<file path="config.mk">
export PLATFORM = sky130hd
export DESIGN_NAME = fsk_byte_rx
export DESIGN_NICKNAME = d
export VERILOG_FILES = /design/src/rtl/fsk_rx_pkg.sv /design/src/rtl/fsk_rx_tick.sv /design/src/rtl/fsk_rx_sync.sv /design/src/rtl/fsk_rx_framer.sv /design/src/rtl/fsk_rx_regs.sv /design/src/rtl/fsk_byte_rx.sv
export SDC_FILE = /design/constraint.sdc
export NUM_CORES = 1
export LEC_CHECK = 0
export CAP_MARGIN = 40
export CORE_MARGIN = 1.5
export CORE_UTILIZATION = 45
export DETAILED_ROUTE_END_ITERATION = 12
export PLACE_DENSITY = 0.75
export REMOVE_ABC_BUFFERS = 1
export SKIP_CTS_REPAIR_TIMING = 1
export SYNTH_ARGS = -nofsm -noshare
export SYNTH_HDL_FRONTEND = slang
export SYNTH_SLANG_ARGS = --single-unit
</file>
<file path="constraint.sdc">
create_clock -name clk -period 2.7 [get_ports clk]
set_input_delay 0.405 -clock clk [delete_from_list [all_inputs] [get_ports clk]]
set_output_delay 0.405 -clock clk [all_outputs]
set_load 0.05 [all_outputs]
</file>
<file path="src/rtl/fsk_rx_pkg.sv">
package fsk_rx_pkg;
  typedef enum logic [1:0] {
    RX_IDLE  = 2'd0,
    RX_START = 2'd1,
    RX_DATA  = 2'd2,
    RX_STOP  = 2'd3
  } rx_state_t;

  localparam int OSR        = 16;
  localparam int OSR_W      = 4;
  localparam int VOTE_FIRST = 7;
  localparam int VOTE_LAST  = 9;
  localparam int DECIDE_AT  = 10;

  localparam int ST_FRM_BIT  = 2;
  localparam int ST_OVR_BIT  = 3;
  localparam int ST_CLOW_BIT = 4;
endpackage

</file>
<file path="src/rtl/fsk_rx_tick.sv">
module fsk_rx_tick #(
  parameter int DIV = 1024
) (
  input  logic clk,
  input  logic rst_n,
  output logic tick
);
  generate
    if (DIV <= 1) begin : g_every
      assign tick = 1'b1;
    end else begin : g_div
      localparam int CW = $clog2(DIV);
      localparam logic [CW-1:0] LAST = CW'(DIV - 1);
      logic [CW-1:0] cnt_q, cnt_d;
      logic          wrap;

      always_comb begin
        wrap  = (cnt_q == LAST);
        cnt_d = wrap ? '0 : cnt_q + 1'b1;
      end

      always_ff @(posedge clk or negedge rst_n) begin
        if (!rst_n) cnt_q <= '0;
        else        cnt_q <= cnt_d;
      end

      assign tick = wrap;
    end
  endgenerate
endmodule

</file>
<file path="src/rtl/fsk_rx_sync.sv">
module fsk_rx_sync #(
  parameter int   STAGES  = 2,
  parameter logic RST_VAL = 1'b1
) (
  input  logic clk,
  input  logic rst_n,
  input  logic d,
  output logic q
);
  logic [STAGES-1:0] pipe_q;

  generate
    for (genvar i = 0; i < STAGES; i++) begin : g_stage
      if (i == 0) begin : g_first
        always_ff @(posedge clk or negedge rst_n) begin
          if (!rst_n) pipe_q[0] <= RST_VAL;
          else        pipe_q[0] <= d;
        end
      end else begin : g_next
        always_ff @(posedge clk or negedge rst_n) begin
          if (!rst_n) pipe_q[i] <= RST_VAL;
          else        pipe_q[i] <= pipe_q[i-1];
        end
      end
    end
  endgenerate

  assign q = pipe_q[STAGES-1];
endmodule

</file>
<file path="src/rtl/fsk_rx_framer.sv">
module fsk_rx_framer
  import fsk_rx_pkg::*;
#(
  parameter int DATA_W = 8
) (
  input  logic              clk,
  input  logic              rst_n,
  input  logic              tick,
  input  logic              line,
  input  logic              car_ok,
  output logic              byte_ok,
  output logic              frame_bad,
  output logic [DATA_W-1:0] byte_val,
  output logic              busy
);
  localparam int BC_W = (DATA_W > 1) ? $clog2(DATA_W) : 1;
  localparam logic [BC_W-1:0]  LAST_BIT = BC_W'(DATA_W - 1);
  localparam logic [OSR_W-1:0] S_FIRST  = OSR_W'(VOTE_FIRST);
  localparam logic [OSR_W-1:0] S_LAST   = OSR_W'(VOTE_LAST);
  localparam logic [OSR_W-1:0] S_DEC    = OSR_W'(DECIDE_AT);
  localparam logic [OSR_W-1:0] S_END    = OSR_W'(OSR - 1);

  rx_state_t          st_q, st_d;
  logic [OSR_W-1:0]   smp_q, smp_d;
  logic [BC_W-1:0]    bit_q, bit_d;
  logic [2:0]         win_q, win_d;
  logic [DATA_W-1:0]  sh_q, sh_d;
  logic               ok_d, bad_d, ok_q, bad_q;
  logic               vote;

  always_comb begin
    vote = (win_q[0] & win_q[1]) | (win_q[0] & win_q[2]) | (win_q[1] & win_q[2]);
  end

  always_comb begin
    st_d  = st_q;
    smp_d = smp_q;
    bit_d = bit_q;
    win_d = win_q;
    sh_d  = sh_q;
    ok_d  = 1'b0;
    bad_d = 1'b0;
    if (tick) begin
      if (st_q == RX_IDLE) begin
        if (!line && car_ok) begin
          st_d  = RX_START;
          smp_d = OSR_W'(1);
          win_d = '0;
        end
      end else if (!car_ok) begin
        st_d = RX_IDLE;
      end else begin
        smp_d = smp_q + 1'b1;
        if (smp_q >= S_FIRST && smp_q <= S_LAST)
          win_d = {win_q[1:0], line};
        if (smp_q == S_DEC) begin
          unique case (st_q)
            RX_START: if (vote) st_d = RX_IDLE;
            RX_DATA:  sh_d = {vote, sh_q[DATA_W-1:1]};
            RX_STOP: begin
              st_d  = RX_IDLE;
              ok_d  = vote;
              bad_d = !vote;
            end
            default: st_d = RX_IDLE;
          endcase
        end
        if (smp_q == S_END) begin
          if (st_q == RX_START) begin
            st_d  = RX_DATA;
            bit_d = '0;
          end else if (st_q == RX_DATA) begin
            if (bit_q == LAST_BIT) st_d = RX_STOP;
            else                   bit_d = bit_q + 1'b1;
          end
        end
      end
    end
  end

  always_ff @(posedge clk or negedge rst_n) begin
    if (!rst_n) begin
      st_q  <= RX_IDLE;
      smp_q <= '0;
      bit_q <= '0;
      win_q <= '0;
      sh_q  <= '0;
    end else if (tick) begin
      st_q  <= st_d;
      smp_q <= smp_d;
      bit_q <= bit_d;
      win_q <= win_d;
      sh_q  <= sh_d;
    end
  end

  always_ff @(posedge clk or negedge rst_n) begin
    if (!rst_n) begin
      ok_q  <= 1'b0;
      bad_q <= 1'b0;
    end else begin
      ok_q  <= ok_d;
      bad_q <= bad_d;
    end
  end

  assign byte_ok   = ok_q;
  assign frame_bad = bad_q;
  assign byte_val  = sh_q;
  assign busy      = (st_q != RX_IDLE);
endmodule

</file>
<file path="src/rtl/fsk_rx_regs.sv">
module fsk_rx_regs
  import fsk_rx_pkg::*;
#(
  parameter int DATA_W = 8
) (
  input  logic              clk,
  input  logic              rst_n,
  input  logic              byte_ok,
  input  logic              frame_bad,
  input  logic [DATA_W-1:0] byte_val,
  input  logic              rd_data,
  input  logic              rd_status,
  input  logic              car_low,
  output logic [DATA_W-1:0] data_q,
  output logic [7:0]        status,
  output logic              irq
);
  logic [DATA_W-1:0] data_r, data_d;
  logic              irq_q, irq_d;
  logic              ovr_q, ovr_d;
  logic              frm_q, frm_d;
  logic              ovr_set;

  always_comb begin
    ovr_set = byte_ok && irq_q && !rd_data;
    data_d  = byte_ok ? byte_val : data_r;
    if (byte_ok)      irq_d = 1'b1;
    else if (rd_data) irq_d = 1'b0;
    else              irq_d = irq_q;
    if (ovr_set)        ovr_d = 1'b1;
    else if (rd_status) ovr_d = 1'b0;
    else                ovr_d = ovr_q;
    if (frame_bad)      frm_d = 1'b1;
    else if (rd_status) frm_d = 1'b0;
    else                frm_d = frm_q;
  end

  always_ff @(posedge clk or negedge rst_n) begin
    if (!rst_n) begin
      data_r <= '0;
      irq_q  <= 1'b0;
      ovr_q  <= 1'b0;
      frm_q  <= 1'b0;
    end else begin
      data_r <= data_d;
      irq_q  <= irq_d;
      ovr_q  <= ovr_d;
      frm_q  <= frm_d;
    end
  end

  always_comb begin
    status              = '0;
    status[ST_FRM_BIT]  = frm_q;
    status[ST_OVR_BIT]  = ovr_q;
    status[ST_CLOW_BIT] = car_low;
  end

  assign data_q = data_r;
  assign irq    = irq_q;
endmodule

</file>
<file path="src/rtl/fsk_byte_rx.sv">
module fsk_byte_rx
  import fsk_rx_pkg::*;
#(
  parameter int CLK_HZ      = 19_660_800,
  parameter int BAUD        = 1200,
  parameter int SYNC_STAGES = 2
) (
  input  logic       clk,
  input  logic       rst_n,
  input  logic       rx_in,
  input  logic       carrier_ok,
  input  logic       rd_data_stb,
  input  logic       rd_status_stb,
  output logic [7:0] data_out,
  output logic [7:0] status_out,
  output logic       irq
);
  localparam int DIV = CLK_HZ / (BAUD * OSR);

  logic [1:0] rst_q;
  logic       rst_int_n;
  logic       tick, rx_s, car_s;
  logic       byte_ok, frame_bad, busy;
  logic [7:0] byte_val;

  always_ff @(posedge clk or negedge rst_n) begin
    if (!rst_n) rst_q <= 2'b00;
    else        rst_q <= {rst_q[0], 1'b1};
  end
  assign rst_int_n = rst_q[1];

  fsk_rx_tick #(.DIV(DIV)) u_tick (
    .clk(clk), .rst_n(rst_int_n), .tick(tick)
  );

  fsk_rx_sync #(.STAGES(SYNC_STAGES), .RST_VAL(1'b1)) u_sync_rx (
    .clk(clk), .rst_n(rst_int_n), .d(rx_in), .q(rx_s)
  );

  fsk_rx_sync #(.STAGES(SYNC_STAGES), .RST_VAL(1'b1)) u_sync_car (
    .clk(clk), .rst_n(rst_int_n), .d(carrier_ok), .q(car_s)
  );

  fsk_rx_framer #(.DATA_W(8)) u_framer (
    .clk(clk), .rst_n(rst_int_n), .tick(tick), .line(rx_s), .car_ok(car_s),
    .byte_ok(byte_ok), .frame_bad(frame_bad), .byte_val(byte_val), .busy(busy)
  );

  fsk_rx_regs #(.DATA_W(8)) u_regs (
    .clk(clk), .rst_n(rst_int_n), .byte_ok(byte_ok), .frame_bad(frame_bad),
    .byte_val(byte_val), .rd_data(rd_data_stb), .rd_status(rd_status_stb),
    .car_low(!car_s), .data_q(data_out), .status(status_out), .irq(irq)
  );
endmodule

</file>
# --- Word-level counts from Yosys, hierarchy flattened ---
# Index checks and enable logic that the tools add are counted.
classes:
  n_mux: 36
  n_bitwise: 6
  add_sub_neg: 3
  magnitude_cmp: 2
  n_reduce_logical: 20
  eq_ne: 9
op_table:
  columns: ["operator", "count"]
  rows:
  - ["$mux 3", 7]
  - ["$mux 2", 9]
  - ["$mux 1", 15]
  - ["$mux 4", 3]
  - ["$reduce_bool 2->1", 6]
  - ["$add 10x1->10 const B", 1]
  - ["$eq 10x10->1 const B", 1]
  - ["$mux 10", 1]
  - ["$eq 4x4->1 const B", 2]
  - ["$reduce_and 6->1", 1]
  - ["$reduce_and 5->1", 1]
  - ["$add 4x1->4 const B", 1]
  - ["$eq 2x2->1 const B", 2]
  - ["$ge 4x3->1 const B", 1]
  - ["$le 4x4->1 const B", 1]
  - ["$logic_and 1x1->1", 4]
  - ["$logic_not 1->1", 4]
  - ["$pmux 2 s2", 1]
  - ["$reduce_and 4->1", 1]
  - ["$add 3x1->3 const B", 1]
  - ["$and 1x1->1", 3]
  - ["$eq 3x3->1 const B", 1]
  - ["$reduce_and 3->1", 1]
  - ["$eq 2x1->1 const B", 1]
  - ["6 further kinds", 7]
totals:
  out_inout_bits: 17
  word_cells: 93
  inputBits: 6
  register_bits: 49

# --- Longest topological paths before layout ---
logic_depth:
  word_depth: 12
  mapped_depth: 6
  ltp_nobuf: 6

# --- Modules after synthesis ---
# From an unflattened synthesis, not the netlist that was laid out.
hier_totals:
  hier_cells: 198
  hier_area_um2: 2331.0
by_module_without_submodules:
  columns: ["module", "instances", "area_per_inst_um2", "seq_area_each_um2", "cells_per_inst"]
  rows:
  - ["fsk_rx_framer", 1, 1202.4, 550.5, 114]
  - ["fsk_rx_regs", 1, 504.2, 275.3, 34]
  - ["fsk_rx_tick", 1, 461.7, 250.2, 42]
  - ["fsk_rx_sync", 2, 52.6, 52.6, 2]
  - ["fsk_byte_rx", 1, 57.6, 50.0, 4]

# --- Least setup slack after synthesis ---
# No wires, ideal clock.
synth_path:
  kind: "reg2reg"
  start: "register u_framer.st_q[0]"
  end: "register u_framer.sh_q[0], in the netlist u_framer.byte_val[0]"
  arrival_time_ns: 1.656
  path_buffers: 0
  t_required_ns: 2.575
  path_slack_ns: 0.919
  path_stages_with_launch: 7
  synth_period_minus_slack_ns: 1.781
  setup_time_ns: 0.125
  cell_sequence: "dfrtp_1 -> inv_1 -> ha_1 -> and2b_1 -> nand3_1 -> nor2_2 -> mux2_2"
synth_between:
  elab_chain_len: 3
  word_cells_on_any_way: 4
  classes_between: "eq/ne (1); bitwise (1); reduce/logical (2)"
synth_rtl:
  columns: ["item", "line_no", "rtl"]
  rows:
  - ["start: declaration", "fsk_rx_framer.sv:23", "rx_state_t st_q, st_d;"]
  - ["start signal: assignment", "fsk_rx_framer.sv:89", "st_q <= st_d;"]
  - ["$logic_not 2->1", "fsk_rx_framer.sv:44", "if (st_q == RX_IDLE) begin"]
  - ["$not 1->1 (no line)", null, null]
  - ["$reduce_and 5->1 (no line) (*)", null, null]
  - ["end signal: assignment", "fsk_rx_framer.sv:87", "sh_q <= '0;"]
  - ["end signal: assignment", "fsk_rx_framer.sv:93", "sh_q <= sh_d;"]
  - ["end: declaration", "fsk_rx_framer.sv:27", "logic [DATA_W-1:0] sh_q, sh_d;"]
# Mark *: on every way between the ends. The rest lies on a longest branch, timed or not.
# A chain may end at the register's enable or synchronous reset.

# --- Worst setup path after layout ---
layout_path:
  start: "register u_sync_car.pipe_q[1], in the netlist u_sync_car.q"
  end: "output status_out[4]"
layout_between:
  elab_chain_len: 1
layout_rtl:
  columns: ["item", "line_no", "rtl"]
  rows:
  - ["start: declaration", "fsk_rx_sync.sv:10", "logic [STAGES-1:0] pipe_q;"]
  - ["start signal: indexed assignment", "fsk_rx_sync.sv:22", "else pipe_q[i] <= pipe_q[i-1];"]
  - ["$logic_not 1->1", null, null]
  - ["end: declaration", "fsk_byte_rx.sv:15", "output logic [7:0] status_out,"]
# Every way passes these cells.

==> reports/metrics.yaml <==
core_sq_um: 5040
yosys-top-cells-area: "dfrtp_1, mux2_2, ha_1"
endpoint_kind: "output port"
grt_max_degree: 37
first_pass_iters: 4
synth_edf_count: 0
synth_seq_area_share_pct: 52.7
insertion_delay_ps: 300
path_max_fanout: 8
place.gp.congestion: 0.816
yosysTopAreaCellShare_pct: 48.2
htreeDepth: 2
max_stage_delay_ps: 710
n_antenna_cell: 0
rows: 26
cts_sinks: 49
wire_per_inst_um: 12.5
post-route-drc-count: 0
leakagePower_nw: 1.25
synth_common_cells: "dfrtp_1, mux2_2, nor2_1"
die_area_sq_um: 5630
antenna_found_initial: 0
area_growth_syn_to_layout_pct: 12.8
setup-tns-final_ps: 0
tightest_slew_ps: 505
path_cells: "inv_1 > clkdlybuf4s50_1"
placed_cell_area_sq_um: 2550
cts_tree: "yes"
cp_slowest_cell: "clkdlybuf4s50_1"
yosysTopAreaCell: "dfrtp_1"
rsz0062_at_grt: "false"
avgSynthCellArea_sq_um: 12.0
root_buffer: "clkbuf_8"
fmax_ghz: 0.469
worst-path-buf-inv: 2
drv_cap: 0
dieWidth_um: 75.0
hpwl_um: 2530
rr_startpoint: "u_framer.st_q[0]"
nets: 229
startpoint: "u_sync_car.q"
grt_pass1_wl_um: 5850
yosysMostFrequentCell: "dfrtp_1"
irDropWorstVdd_v: 0.000362
status: "complete, no violations"
finalMaxSlewViolations: 0
cts_inserted_buffers: 5
grtUsageTotal_pct: 13.9
dr_total_vias: 1407
startpoint_type: "register"
async_reset_ff_share_pct: 100
drtAntennaViolNets: 0
cts.path.max_buffers: 2
skew_ps: 5.82
io_pins: 23
drive_above_1_share_pct: 19.3
vias_per_cell: 4.99
drtIter0Drc: 110
hold_violations: 0
required_ps: 2300
cp_top_family: "buffers and inverters"
grt_pass1_vias: 1341
netlist_instances: 194
dieHeight_um: 75.0
hold_class: "reg2async"
cts.clk_slew.worst_paths_ps: 80
routed_wl_um: 3530
ys.flop_type: "dfrtp_1"
power_density_nw_per_um2: 459
cp.arrival_ps: 1730
synth_area_sq_um: 2330
fin_area_sq_um: 2630
setup_viol: 0
crit_type: "reg2out"
layout_min_cycle_time_ps: 2130
slew-limit-headroom_pct: 66.2
buffer_ports.inserted: 17
ys_warn_count: 0
gr-total-overflow: 0
synth_cell_types: 46
ys_ff_latch: 49
initial_core_util_pct: 46.3
period_share_pct: 78.9
-- routing by layer --
layer	global-route usage, %	vias up	wire, um	part of all wire (%)
li1	-	692	-	-
met1	17.6	683	1720	49
met2	22.1	26	1630	46
met3	4.42	6	130	3.7
met4	5.45	0	48	1.4
met5	0	-	0	0
-- area by class of cell --
type | count | area, sq um
clock buffer | 5 | 68.8
clock inverter | 3 | 17.5
fill | 439 | 2410
inverter | 10 | 37.5
multi-input combinational | 127 | 998
timing repair buffer | 18 | 190
sequential | 49 | 1230
tap | 70 | 87.6
-- flip-flops by register name, summed over array words and instances (netlist names) --
signal              flops
rst_q                   2
u_framer.bit_q          3
u_framer.byte_ok        1
u_framer.byte_val       8
u_framer.frame_bad      1
u_framer.smp_q          4
u_framer.st_q           2
u_framer.win_q          3
u_regs.data_q           8
u_regs.frm_q            1
u_regs.irq              1
u_regs.ovr_q            1
u_sync_car.pipe_q       1
u_sync_car.q            1
u_sync_rx.pipe_q        1
u_sync_rx.q             1
u_tick.g_div.cnt_q     10
-- cells in the final DEF (no fill, tap or decap), types with 2 or more instances in the layout --
cell type / instances
mux2_2: 19
and3_1: 2
dfstp_2: 4
xor2_1: 3
nor3_1: 4
nand3_1: 8
clkdlybuf4s50_1: 17
and2_1: 3
o22ai_1: 2
xnor2_1: 4
conb_1: 6
nor2_1: 14
mux2_4: 3
o21ai_0: 2
inv_1: 10
dfrtp_1: 44
o2bb2ai_1: 2
nor2b_1: 6
nand2_1: 10
a21o_1: 3
a31oi_1: 2
clkinv_2: 2
clkbuf_8: 5
ha_1: 12
-- logic make-up after synthesis --
logic type	count (synthesis)	synth area share [%]
compound gates	22	7.82
xor+xnor	7	2.63
fa+ha+maj	13	6.86
buf+inv	22	5.14
flops	49	52.7
mux	23	11.5
other cells	2	0.322
simple gates	56	13.0
-- report_power, final --
group          internal, W  switching, W
Clock             0.000179      0.000239
Sequential        0.000740    0.00000643
Combinational    0.0000114     0.0000320
-- metrics by stage --
stage / cells / worst slack [ps] / hold WS [ps] / total power (W) / util [%]
CTS: 282 / 563 / 154 / 0.00122 / 52.2
floorplan: 186 / 805 / 109 / 0.000788 / -
detailed placement: 274 / 573 / 147 / 0.000806 / 50.5
finish: 282 / 568 / 142 / 0.00121 / 52.2
global route: 282 / 397 / 179 / 0.00125 / 52.2
global placement: 273 / 652 / 335 / 0.000802 / 50.1
-- path summary, 6_finish.rpt --
check / end / slack [ps] / cells after the start
min in group clk: rst_q[1] / 360 / 0
min: u_framer.st_q[1] / 140 / 0
max reg2reg: u_framer.byte_val[7] / 580 / 6
max in group asynchronous: u_framer.win_q[1] / 2100 / 1
max: status_out[4] / 570 / 2
min reg2reg: u_framer.st_q[1] / 140 / 0
(Power assumes the default switching activity.)
